$ cat config.mk
export PLATFORM = sky130hd
export DESIGN_NAME = simd_lane_alu
export DESIGN_NICKNAME = d
export VERILOG_FILES = /design/src/rtl/simd_lane_pkg.sv /design/src/rtl/simd_rst_sync.sv /design/src/rtl/simd_lane_addsub.sv /design/src/rtl/simd_lane_cmp.sv /design/src/rtl/simd_lane_alu.sv
export SDC_FILE = /design/constraint.sdc
export NUM_CORES = 1
export LEC_CHECK = 0
export BUFFER_PORTS_ARGS = -buffer_cell sky130_fd_sc_hd__buf_2
export CORE_ASPECT_RATIO = 1.2
export CORE_MARGIN = 10
export CORE_UTILIZATION = 55
export DETAILED_ROUTE_END_ITERATION = 8
export GPL_TIMING_DRIVEN = 0
export PLACE_DENSITY = 0.79
export REMOVE_ABC_BUFFERS = 1
export SLEW_MARGIN = 10
export SYNTH_ARGS = -nofsm -noshare
export SYNTH_HDL_FRONTEND = slang
export SYNTH_HIERARCHICAL = 1
export SYNTH_SLANG_ARGS = --single-unit
$ cat constraint.sdc
create_clock -name clk -period 2.2 [get_ports clk]
set_input_delay 0.11 -clock clk [delete_from_list [all_inputs] [get_ports clk]]
set_output_delay 0.11 -clock clk [all_outputs]
set_load 0.005 [all_outputs]
$ cat src/rtl/simd_lane_pkg.sv
package simd_lane_pkg;

  typedef enum logic [1:0] {
    OP_ADD  = 2'b00,
    OP_SUB  = 2'b01,
    OP_CMP  = 2'b10,
    OP_NONE = 2'b11
  } op_e;

  typedef enum logic [2:0] {
    PR_GT = 3'd0,
    PR_EQ = 3'd1,
    PR_LE = 3'd2,
    PR_NE = 3'd3
  } pred_e;

endpackage

$ cat src/rtl/simd_rst_sync.sv
module simd_rst_sync (
  input  logic clk,
  input  logic rst_n,
  output logic rst_sync_n
);
  logic [1:0] stage_q;

  always_ff @(posedge clk or negedge rst_n) begin
    if (!rst_n) stage_q <= 2'b00;
    else        stage_q <= {stage_q[0], 1'b1};
  end

  assign rst_sync_n = stage_q[1];
endmodule

$ cat src/rtl/simd_lane_addsub.sv
module simd_lane_addsub #(
  parameter int DATA_W = 64,
  parameter int SEG_W  = 16,
  parameter int WIDE_W = 32
) (
  input  logic [DATA_W-1:0] a_i,
  input  logic [DATA_W-1:0] b_i,
  input  logic              wide_i,
  input  logic              sub_i,
  output logic [DATA_W-1:0] sum_o
);
  localparam int NSEG = DATA_W / SEG_W;
  localparam int WSEG = WIDE_W / SEG_W;

  // carry[k]: carry out of segment k-1 into segment k
  logic [NSEG-1:0] carry;
  assign carry[0] = sub_i;

  genvar k;
  generate
    for (k = 0; k < NSEG; k++) begin : g_seg
      logic              cin;
      logic [SEG_W-1:0]  b_eff;
      assign b_eff = b_i[k*SEG_W +: SEG_W] ^ {SEG_W{sub_i}};
      if ((k % WSEG) == 0) begin : g_start
        // segment opens a lane in both lane sizes
        assign cin = sub_i;
      end else begin : g_mid
        // chain only when segments belong to one wide lane
        assign cin = wide_i ? carry[k] : sub_i;
      end
      if (k < NSEG - 1) begin : g_chain
        logic [SEG_W:0] s;
        assign s = {1'b0, a_i[k*SEG_W +: SEG_W]} + {1'b0, b_eff}
                 + {{SEG_W{1'b0}}, cin};
        assign sum_o[k*SEG_W +: SEG_W] = s[SEG_W-1:0];
        assign carry[k+1] = s[SEG_W];
      end else begin : g_last
        assign sum_o[k*SEG_W +: SEG_W] = a_i[k*SEG_W +: SEG_W] + b_eff
                                       + {{(SEG_W-1){1'b0}}, cin};
      end
    end
  endgenerate
endmodule

$ cat src/rtl/simd_lane_cmp.sv
module simd_lane_cmp
  import simd_lane_pkg::*;
#(
  parameter int DATA_W = 64,
  parameter int SEG_W  = 16,
  parameter int WIDE_W = 32
) (
  input  logic [DATA_W-1:0]        a_i,
  input  logic [DATA_W-1:0]        b_i,
  input  logic                     wide_i,
  input  logic                     narrow_i,
  input  logic [2:0]               pred_i,
  output logic                     pred_ok_o,
  output logic [DATA_W/SEG_W-1:0]  mask_o
);
  localparam int NSEG  = DATA_W / SEG_W;
  localparam int WSEG  = WIDE_W / SEG_W;
  localparam int NWIDE = DATA_W / WIDE_W;

  logic [NSEG-1:0]  seg_gt, seg_eq;
  logic [NWIDE-1:0] w_gt, w_eq;
  logic [NSEG-1:0]  lane_gt, lane_eq, hit;

  genvar k;
  generate
    for (k = 0; k < NSEG; k++) begin : g_seg
      assign seg_gt[k] = a_i[k*SEG_W +: SEG_W] > b_i[k*SEG_W +: SEG_W];
      assign seg_eq[k] = a_i[k*SEG_W +: SEG_W] == b_i[k*SEG_W +: SEG_W];
    end
  endgenerate

  // Merge segment results into wide lanes, low segment first.
  always_comb begin
    for (int j = 0; j < NWIDE; j++) begin
      w_gt[j] = 1'b0;
      w_eq[j] = 1'b1;
      for (int s = 0; s < WSEG; s++) begin
        w_gt[j] = seg_gt[j*WSEG+s] | (seg_eq[j*WSEG+s] & w_gt[j]);
        w_eq[j] = w_eq[j] & seg_eq[j*WSEG+s];
      end
    end
  end

  always_comb begin
    lane_gt = '0;
    lane_eq = '0;
    if (wide_i) begin
      lane_gt[NWIDE-1:0] = w_gt;
      lane_eq[NWIDE-1:0] = w_eq;
    end else begin
      lane_gt = seg_gt;
      lane_eq = seg_eq;
    end
  end

  always_comb begin
    pred_ok_o = 1'b1;
    case (pred_i)
      PR_GT:   hit = lane_gt;
      PR_EQ:   hit = lane_eq;
      PR_LE:   hit = ~lane_gt;
      PR_NE:   hit = ~lane_eq;
      default: begin
        hit       = '0;
        pred_ok_o = 1'b0;
      end
    endcase
  end

  // Keep only the lanes that exist in the selected shape.
  always_comb begin
    int lim;
    if (wide_i) lim = narrow_i ? NWIDE / 2 : NWIDE;
    else        lim = narrow_i ? NSEG / 2  : NSEG;
    for (int i = 0; i < NSEG; i++) begin
      mask_o[i] = hit[i] & (i < lim);
    end
  end
endmodule

$ cat src/rtl/simd_lane_alu.sv
module simd_lane_alu
  import simd_lane_pkg::*;
#(
  parameter int DATA_W = 64,
  parameter int SEG_W  = 16,
  parameter int WIDE_W = 32
) (
  input  logic              clk,
  input  logic              rst_n,
  input  logic              in_valid,
  input  logic              wide_lanes,
  input  logic              narrow,
  input  logic [1:0]        op_code,
  input  logic [2:0]        pred,
  input  logic [DATA_W-1:0] op_a,
  input  logic [DATA_W-1:0] op_b,
  output logic              out_valid,
  output logic [DATA_W-1:0] result
);
  localparam int NSEG   = DATA_W / SEG_W;
  localparam int NWIDE  = DATA_W / WIDE_W;
  localparam int HALF_W = DATA_W / 2;

  logic              rst_sync_n;
  logic [DATA_W-1:0] sum;
  logic [NSEG-1:0]   mask;
  logic              pred_ok;
  logic [DATA_W-1:0] res_d, res_q;
  logic              valid_q;
  logic              cmp_d, cmp_q, wide_q, narrow_q, bad_d, bad_q;

  simd_rst_sync u_rst_sync (
    .clk        (clk),
    .rst_n      (rst_n),
    .rst_sync_n (rst_sync_n)
  );

  simd_lane_addsub #(.DATA_W(DATA_W), .SEG_W(SEG_W), .WIDE_W(WIDE_W)) u_addsub (
    .a_i    (op_a),
    .b_i    (op_b),
    .wide_i (wide_lanes),
    .sub_i  (op_code == OP_SUB),
    .sum_o  (sum)
  );

  simd_lane_cmp #(.DATA_W(DATA_W), .SEG_W(SEG_W), .WIDE_W(WIDE_W)) u_cmp (
    .a_i       (op_a),
    .b_i       (op_b),
    .wide_i    (wide_lanes),
    .narrow_i  (narrow),
    .pred_i    (pred),
    .pred_ok_o (pred_ok),
    .mask_o    (mask)
  );

  // Next-state selection
  always_comb begin
    res_d = '0;
    cmp_d = (op_code == OP_CMP);
    bad_d = (op_code == OP_NONE) || (cmp_d && !pred_ok);
    if (op_code == OP_ADD || op_code == OP_SUB) begin
      res_d = sum;
    end else if (cmp_d && pred_ok) begin
      res_d = {{(DATA_W-NSEG){1'b0}}, mask};
    end
    if (narrow) res_d[DATA_W-1:HALF_W] = '0;
  end

  // Registers
  always_ff @(posedge clk or negedge rst_sync_n) begin
    if (!rst_sync_n) begin
      res_q    <= '0;
      valid_q  <= 1'b0;
      cmp_q    <= 1'b0;
      wide_q   <= 1'b0;
      narrow_q <= 1'b0;
      bad_q    <= 1'b0;
    end else begin
      valid_q <= in_valid;
      if (in_valid) begin
        res_q    <= res_d;
        cmp_q    <= cmp_d;
        wide_q   <= wide_lanes;
        narrow_q <= narrow;
        bad_q    <= bad_d;
      end
    end
  end

  assign result    = res_q;
  assign out_valid = valid_q;

  // Assertions
  p_hold_r2: assert property (@(posedge clk) disable iff (!rst_sync_n)
    !in_valid |=> ($stable(result) && !out_valid));

  p_narrow_upper_zero_r6: assert property (@(posedge clk) disable iff (!rst_sync_n)
    (out_valid && narrow_q) |-> (result[DATA_W-1:HALF_W] == '0));

  p_cmp16_mask_r8: assert property (@(posedge clk) disable iff (!rst_sync_n)
    (out_valid && cmp_q) |-> (result[DATA_W-1:NSEG] == '0));

  p_cmp32_mask_r9: assert property (@(posedge clk) disable iff (!rst_sync_n)
    (out_valid && cmp_q && wide_q) |-> (result[DATA_W-1:NWIDE] == '0));

  p_bad_zero_r11: assert property (@(posedge clk) disable iff (!rst_sync_n)
    (out_valid && bad_q) |-> (result == '0));
endmodule

==> impl_metrics.yaml, run 1 <==
placed_design:
  gp_congestion: 0.885
  detailed_place_hpwl_um: 18100
  placement.io_buffers: 202
  dp_slack_ns: -3.47
  post_dp_cell_area_mm2: 0.00936
  dp.cells: 1351
power:
  vdd_ir_drop_max_mv: 0.350
  static-leakage-power_uw: 0.00564
  powerDensity_mw_per_mm2: 568
  power_uw: 6290
clock_network:
  cts.reportedPaths.clkPinSlew_ns: 0.06
  cts-htree-levels: 3
  clk_path_buf_depth: 2
  clock-root-buffer: "clkbuf_16"
  cts_buffers: 9
  cts_tree: "built"
  cts_sinks: 67
  clock_latency_ns: 0.35
grt:
  grt_pass1_wl_um: 41000
  number_of_global_route_vias_before_repair: 8475
  antenna_violations_before_repair: 4
  grt_start_max_net_pins: 64
  grt.overflow.total: 0
  groute.usage.overall: 0.242
yosys:
  synth_seq_cells: 67
  summed_instance_area_of_the_synthesized_netlist_mm2: 0.00820
  synthTopCellsByCount: "inv_1, ha_1, xor2_1, a21oi_1, dfrtp_1"
  yosysSeqAreaShare: 0.205
  synth_largest_type_area_fraction: 0.205
  synthArstFlopShare: 1.00
  synth_top_cells_by_area: "dfrtp_1, ha_1, xor2_1"
  most_repeated_cell_in_the_gate_level_netlist_after_synthesis: "inv_1"
  synthDominantAreaCellType: "dfrtp_1"
  synth_area_per_cell_um2: 8.37
  synthCells: 979
  synth.distinct_cells: 71
  yosysWarningCount: 6
  synth_edf_count: 0
  yosys_most_used_dff: "dfrtp_1"
floorplanning:
  core_area_mm2: 0.0145
  die_width_um: 131
  io_pins: 203
  floorplan.die.height_um: 154
  start_util: 0.564
  floorplan.die_area_mm2: 0.0202
  placement_rows: 48
sta:
  maxSlewViolCount: 0
  timing_worst_slew_pin_value_ns: 1.01
  slew_margin_rel: 0.325
  final_setup_violation_count: 46
  final_critical_path_setup_slack_ns: -1.71
  max_freq_mhz: 256
  finalHoldViolations: 0
  layout_min_cycle_time_ns: 3.91
  finClkSkew_ns: 0.0105
  timing.final.crit_share: 1.78
  setup_repair_after_global_routing_missed_its_margin: "true"
worst_hold_path:
  min_path_type: "primary input to async pin"
drt:
  drt-pass1-iter-count: 7
  wl_met1_um: 10500
  met2RoutedLength_um: 14000
  routed_wire_length_per_instance_um: 19.2
  totalWireLength_um: 27700
  final_antenna_net_count: 0
  drtIter0Drc: 671
  vias: 8713
  drc_errors: 0
  maxUsedRoutingLayer: "met5"
  avgViaCountPerCell: 6.04
  detailroute.wirelength.met3_um: 2040
run:
  drv_cap: 0
setup_path:
  worst_setup_path_end_kind: "register"
  timing.setup.critical_path_class: "primary input to register"
  critical_path.startpoint_type: "primary input"
  critical_path_peak_fanout: 4
  timing.critical_path.required_ns: 2.48
  crit_arrival_ns: 4.18
outcome:
  violations: "setup timing"
  status: "finished, violations left"
finish:
  stdcell_area_mm2: 0.0111
  finalCoreUtilization: 0.762
  drive_above_1_share: 0.328
  finish.net_count: 1501
  layout.cells.non_filler: 1443
  synthToLayoutAreaGrowth_pct: 35.2
-- worst max-delay path, stage by stage --
cell and delay, ns:
buf_16 0.12, nor2b_4 0.18, buf_12 0.13, buf_12 0.10, xor2_2 0.15, inv_2 0.06
fa_2 0.38, nor2b_4 0.13, o21ai_2 0.09, a21boi_2 0.21, a211oi_2 0.11, o21bai_1 0.24
a21oi_2 0.11, fa_2 0.38, fa_2 0.36, nor2b_2 0.13, o31a_1 0.18, o21ai_2 0.09
a221oi_4 0.34, nor3_1 0.14, o311ai_4 0.25, a22o_1 0.17
-- what timing repair did --
| action | 4_1_cts | 5_1_grt |
|---|---|---|
| hold endpoints to repair | 2 | 0 |
| gates resized for setup | 78 | 87 |
| pin swaps | 54 | 54 |
| setup buffers | 47 | 25 |
| endpoints found under the setup margin | 63 | 54 |
| hold buffers | 1 | 0 |
| cloned | 3 | 0 |
-- area by class of cell --
cell class / instances / area (µm²)
repair buffers: 278 / 1830
multi-input cells: 750 / 6520
well taps: 200 / 250
diodes: 3 / 7.51
fillers: 1001 / 3450
clock inverters: 4 / 48.8
clock buffers: 12 / 256
flip-flops and latches: 67 / 1680
inverters: 129 / 484
-- where the power goes --
| group | switching, µW | internal [µW] |
|---|---|---|
| Combinational | 1720 | 1550 |
| Clock | 571 | 938 |
| Sequential | 106 | 1410 |
-- kinds of logic after synthesis --
kind of cell,Yosys count,share of synthesized area
AOI/OAI and AO/OA,271,0.227
xor gates and xnor gates,110,0.118
adders and majority gates,128,0.201
buffers and inverters,163,0.0815
DFF,67,0.205
muxes,4,0.00656
other,1,0.000457
and+or+nand+nor,235,0.162
-- final timing paths --
| check | endpoint | cells after the start | slack (ns) | startpoint |
|---|---|---|---|---|
| worst max register to register | result[3]$_DFFE_PN0P_ | 1 | 1.34 | result[3]$_DFFE_PN0P_ |
| min in group clk | result[21]$_DFFE_PN0P_ | 3 | 0.23 | op_code[1] |
| worst min-delay path | u_rst_sync/stage_q[1]$_DFF_PN0_ | 2 | 0.09 | rst_n |
| max in group asynchronous | result[1]$_DFFE_PN0P_ | 1 | 1.40 | u_rst_sync/stage_q[1]$_DFF_PN0_ |
| worst min register to register | result[27]$_DFFE_PN0P_ | 0 | 0.25 | u_rst_sync/stage_q[1]$_DFF_PN0_ |
| worst max-delay path | result[62]$_DFFE_PN0P_ | 22 | -1.71 | op_code[1] |
-- state kept, by name, indices dropped and copies added, names as in the netlist --
name                cells
result                 64
u_rst_sync/stage_q      2
out_valid               1
-- placed cells by master, fill, tap and decap left out, drive strengths merged, types with 3 or more instances in the layout --
| master | Yosys | final |
|---|---|---|
| buf | 18 | 275 |
| inv | 129 | 129 |
| ha | 122 | 122 |
| xor2 | 74 | 74 |
| a21oi | 69 | 69 |
| dfrtp | 67 | 67 |
| o21ai | 59 | 59 |
| nor2 | 50 | 50 |
| xnor2 | 36 | 36 |
| nand2 | 34 | 34 |
| a22o | 33 | 33 |
| nand3b | 32 | 32 |
| nor2b | 25 | 26 |
| nand4 | 21 | 21 |
| nand3 | 20 | 20 |
| a21o | 17 | 17 |
| o21a | 17 | 17 |
| o211ai | 14 | 14 |
| clkbuf | 16 | 12 |
| nor3 | 10 | 10 |
| nand2b | 9 | 9 |
| nor4 | 9 | 9 |
| a211oi | 7 | 7 |
| fa | 6 | 6 |
| or3 | 6 | 6 |
| a221o | 5 | 5 |
| a31oi | 5 | 5 |
| o31ai | 5 | 5 |
| a21boi | 5 | 5 |
| a221oi | 5 | 5 |
| o311ai | 5 | 5 |
| and3b | 4 | 4 |
| o21bai | 4 | 4 |
| diode | 0 | 3 |
| a2111o | 3 | 3 |
| clkinv | 0 | 3 |
| or4b | 3 | 3 |
| o22ai | 3 | 3 |
| mux2i | 3 | 3 |
-- metrics by stage --
stage	TNS [ns]	hold slack, ns
2_1_floorplan	-275.16	-0.186
3_3_place_gp	-471.58	-0.103
3_5_place_dp	-114.93	-0.102
4_1_cts	-36.64	0.0599
5_1_grt	-47.03	0.108
6_report	-41.31	0.0931
-- metal layers --
metal | vias to the layer above | track usage
li1 | 4005 | -
met1 | 4165 | 0.264
met2 | 434 | 0.434
met3 | 107 | 0.0531
met4 | 2 | 0.119
met5 | - | 0
Note: power is estimated with default switching activity, not from simulation.
==> run 2: changes to the inputs <==
--- a/config.mk
+++ b/config.mk
@@ -13,6 +13,7 @@
 export GPL_TIMING_DRIVEN = 0
 export PLACE_DENSITY = 0.79
 export REMOVE_ABC_BUFFERS = 1
+export SETUP_SLACK_MARGIN = 0.5
 export SLEW_MARGIN = 10
 export SYNTH_ARGS = -nofsm -noshare
 export SYNTH_HDL_FRONTEND = slang
==> run 2 against run 1 <==
  * The run still ends with setup timing left
  * Maximum frequency shrank 4.0%
  * Design area grew 13%
  * Non-clock buffer count grew 37
  * Via count grew 10%
  * Critical path depth is the same
  * Worst hold slack gained 0.0017 ns
  * Sequential power is essentially flat
  * Global-route usage grew 3.6 points
  * Register-to-register slack lost 0.06 ns
  * Setup slack lost 0.16 ns
  * Power grew 10%
  * First-iteration DRC count grew 47%
  * Critical path type unchanged
  * Critical endpoint is now result[60]$_DFFE_PN0P_
  * Largest power group unchanged
==> impl_metrics.yaml, run 2 (synthesized netlist as in run 1, its figures left out) <==
outcome:
  status: "finished, violations left"
  violations: "setup timing"
setup_path:
  crit_arrival_ns: 4.30
  timing.critical_path.max_delay_family: "compound AO/OA/AOI/OAI gates"
  timing.setup.critical_path_class: "primary input to register"
  critical_path.startpoint_type: "primary input"
  cells_along_the_critical_path: "buf_16, nor2b_4, buf_12, buf_12, buf_4, xor2_2, ha_2, a21oi_4, o21ai_2, nor2b_2, a211oi_2, o21bai_1, a21oi_2, fa_2, fa_2, nor2b_2, o31a_1, o21ai_2, a221oi_4, o22ai_1, xnor2_1, a22o_1"
  critical_path_peak_fanout: 5
  crit_path_top_delay_cell: "fa_2"
  critPathBufInv: 4
  timing.critical_path.required_ns: 2.43
  critical_path.max_stage_delay_ns: 0.38
  worst_setup_path_end_kind: "register"
finish:
  layout.cells.non_filler: 1477
  layout.cells.most_common: "buf_2"
  finish.net_count: 1538
  final-seq-area_mm2: 0.00168
  synthToLayoutAreaGrowth_pct: 52.2
  drive_above_1_share: 0.431
  mostFrequentLayoutCells: "buf_2, inv_1, buf_4"
  multiInputGateArea_mm2: 0.00731
  num-fill-cells: 682
  finalCoreUtilization: 0.858
  stdcell_area_mm2: 0.0125
  inserted_diodes: 0
  largest_register_ff_count: 64
drt:
  drc_errors: 0
  wl_met1_um: 12000
  totalWireLength_um: 35400
  met2RoutedLength_um: 17500
  vias: 9620
  drt-pass1-iter-count: 8
  maxUsedRoutingLayer: "met5"
  detailroute.wirelength.met3_um: 3470
  routed_wire_length_per_instance_um: 24.0
  drtIter0Drc: 985
  final_antenna_net_count: 0
  avgViaCountPerCell: 6.51
sta:
  maxSlewViolCount: 0
  finClkSkew_ns: 0.0123
  layout_min_cycle_time_ns: 4.07
  totalNegativeSetupSlack_ns: -46.95
  timing.final.crit_share: 1.85
  setup_repair_after_global_routing_missed_its_margin: "true"
  slew_margin_rel: 0.502
  finalHoldViolations: 0
  final_critical_path_setup_slack_ns: -1.87
  max_freq_mhz: 246
  final_setup_violation_count: 49
  timing_worst_slew_pin_value_ns: 0.747
floorplanning:
  start_util: 0.564
  floorplan.die.height_um: 154
  placement_rows: 48
  core_area_mm2: 0.0145
  io_pins: 203
  die_width_um: 131
  floorplan.die_area_mm2: 0.0202
clock_network:
  cts_buffers: 9
  cts-htree-levels: 3
  cts.reportedPaths.clkPinSlew_ns: 0.06
  cts_sinks: 67
  clock_latency_ns: 0.34
  clock-root-buffer: "clkbuf_16"
  clk_path_buf_depth: 2
  cts_tree: "built"
placed_design:
  placement.io_buffers: 202
  dp_slack_ns: -3.47
  gp_congestion: 0.885
  post_dp_cell_area_mm2: 0.00936
  detailed_place_hpwl_um: 18100
  dp.cells: 1351
grt:
  grt_start_max_net_pins: 64
  grt.overflow.total: 0
  antenna_violations_before_repair: 1
  grt_pass1_wl_um: 46700
  groute.usage.overall: 0.278
  number_of_global_route_vias_before_repair: 9180
power:
  vdd_ir_drop_max_mv: 0.366
  static-leakage-power_uw: 0.00596
  powerDensity_mw_per_mm2: 554
run:
  drv_cap: 0
worst_hold_path:
  min_path_type: "primary input to async pin"
-- run 2: cell types whose count changed in the layout (fill, tap and decap cells not counted), moves of 6 or more --
cell and delta:
ha_1 -43, inv_4 +14, ha_4 +44, buf_2 -40
buf_8 +8, buf_4 +35, a21oi_1 -6, buf_6 +31
inv_1 -33, inv_2 +19
-- run 2: where the power goes --
| part | total (µW) | switching, µW | internal (µW) | leakage (µW) |
|---|---|---|---|---|
| sequential | 1520 | 116 | 1410 | 0.000881 |
| clock | 1550 | 606 | 940 | 0.000153 |
| combinational | 3850 | 2040 | 1810 | 0.00492 |
| total | 6920 | 2760 | 4160 | 0.00596 |
-- run 2: area by class of cell --
type | instances | area share
Clock buffer | 12 | 0.0206
Sequential cell | 67 | 0.135
Inverter | 129 | 0.0416
Timing Repair Buffer | 315 | 0.193
Tap cell | 200 | 0.0201
Multi-Input combinational cell | 750 | 0.586
Clock inverter | 4 | 0.00391
-- run 2: worst paths after layout --
path | startpoint | endpoint | slack, ns | depth (start not counted)
worst max-delay path | op_code[1] | result[60]$_DFFE_PN0P_ | -1.87 | 22
worst max register to register | result[31]$_DFFE_PN0P_ | result[31]$_DFFE_PN0P_ | 1.28 | 2
worst min register to register | u_rst_sync/stage_q[1]$_DFF_PN0_ | result[26]$_DFFE_PN0P_ | 0.26 | 0
worst min-delay path | rst_n | u_rst_sync/stage_q[1]$_DFF_PN0_ | 0.09 | 2
min in group clk | pred[0] | result[1]$_DFFE_PN0P_ | 0.22 | 4
max in group asynchronous | u_rst_sync/stage_q[1]$_DFF_PN0_ | result[1]$_DFFE_PN0P_ | 1.37 | 1
-- run 2: metal layers --
layer,global-route usage,vias to the layer above
met2,0.500,756
met1,0.295,4545
li1,-,4081
met3,0.0678,236
met4,0.144,2
met5,0,-
-- run 2: worst register-to-register path: cells and delay by family, from the launching register on --
family	cells	cell delay [ns]
compound gates	1	0.33
buf+inv	1	0.08
flops	1	0.38
-- run 2: what timing repair did --
item | in CTS | in global routing
hold buffers | 1 | 0
buffers inserted | 73 | 33
endpoints found under the setup margin | 64 | 64
cloned | 3 | 0
endpoints found under the hold margin | 2 | 0
resized for setup | 209 | 159
pin swaps | 124 | 95
-- run 2: through the flow --
| stage | hold slack, ns | total power [µW] |
|---|---|---|
| after floorplan | -0.186 | 3220 |
| after global placement | -0.103 | 3930 |
| after detailed placement | -0.102 | 4020 |
| after CTS | 0.0599 | 6120 |
| after global routing | 0.104 | 7220 |
| final | 0.0948 | 6920 |
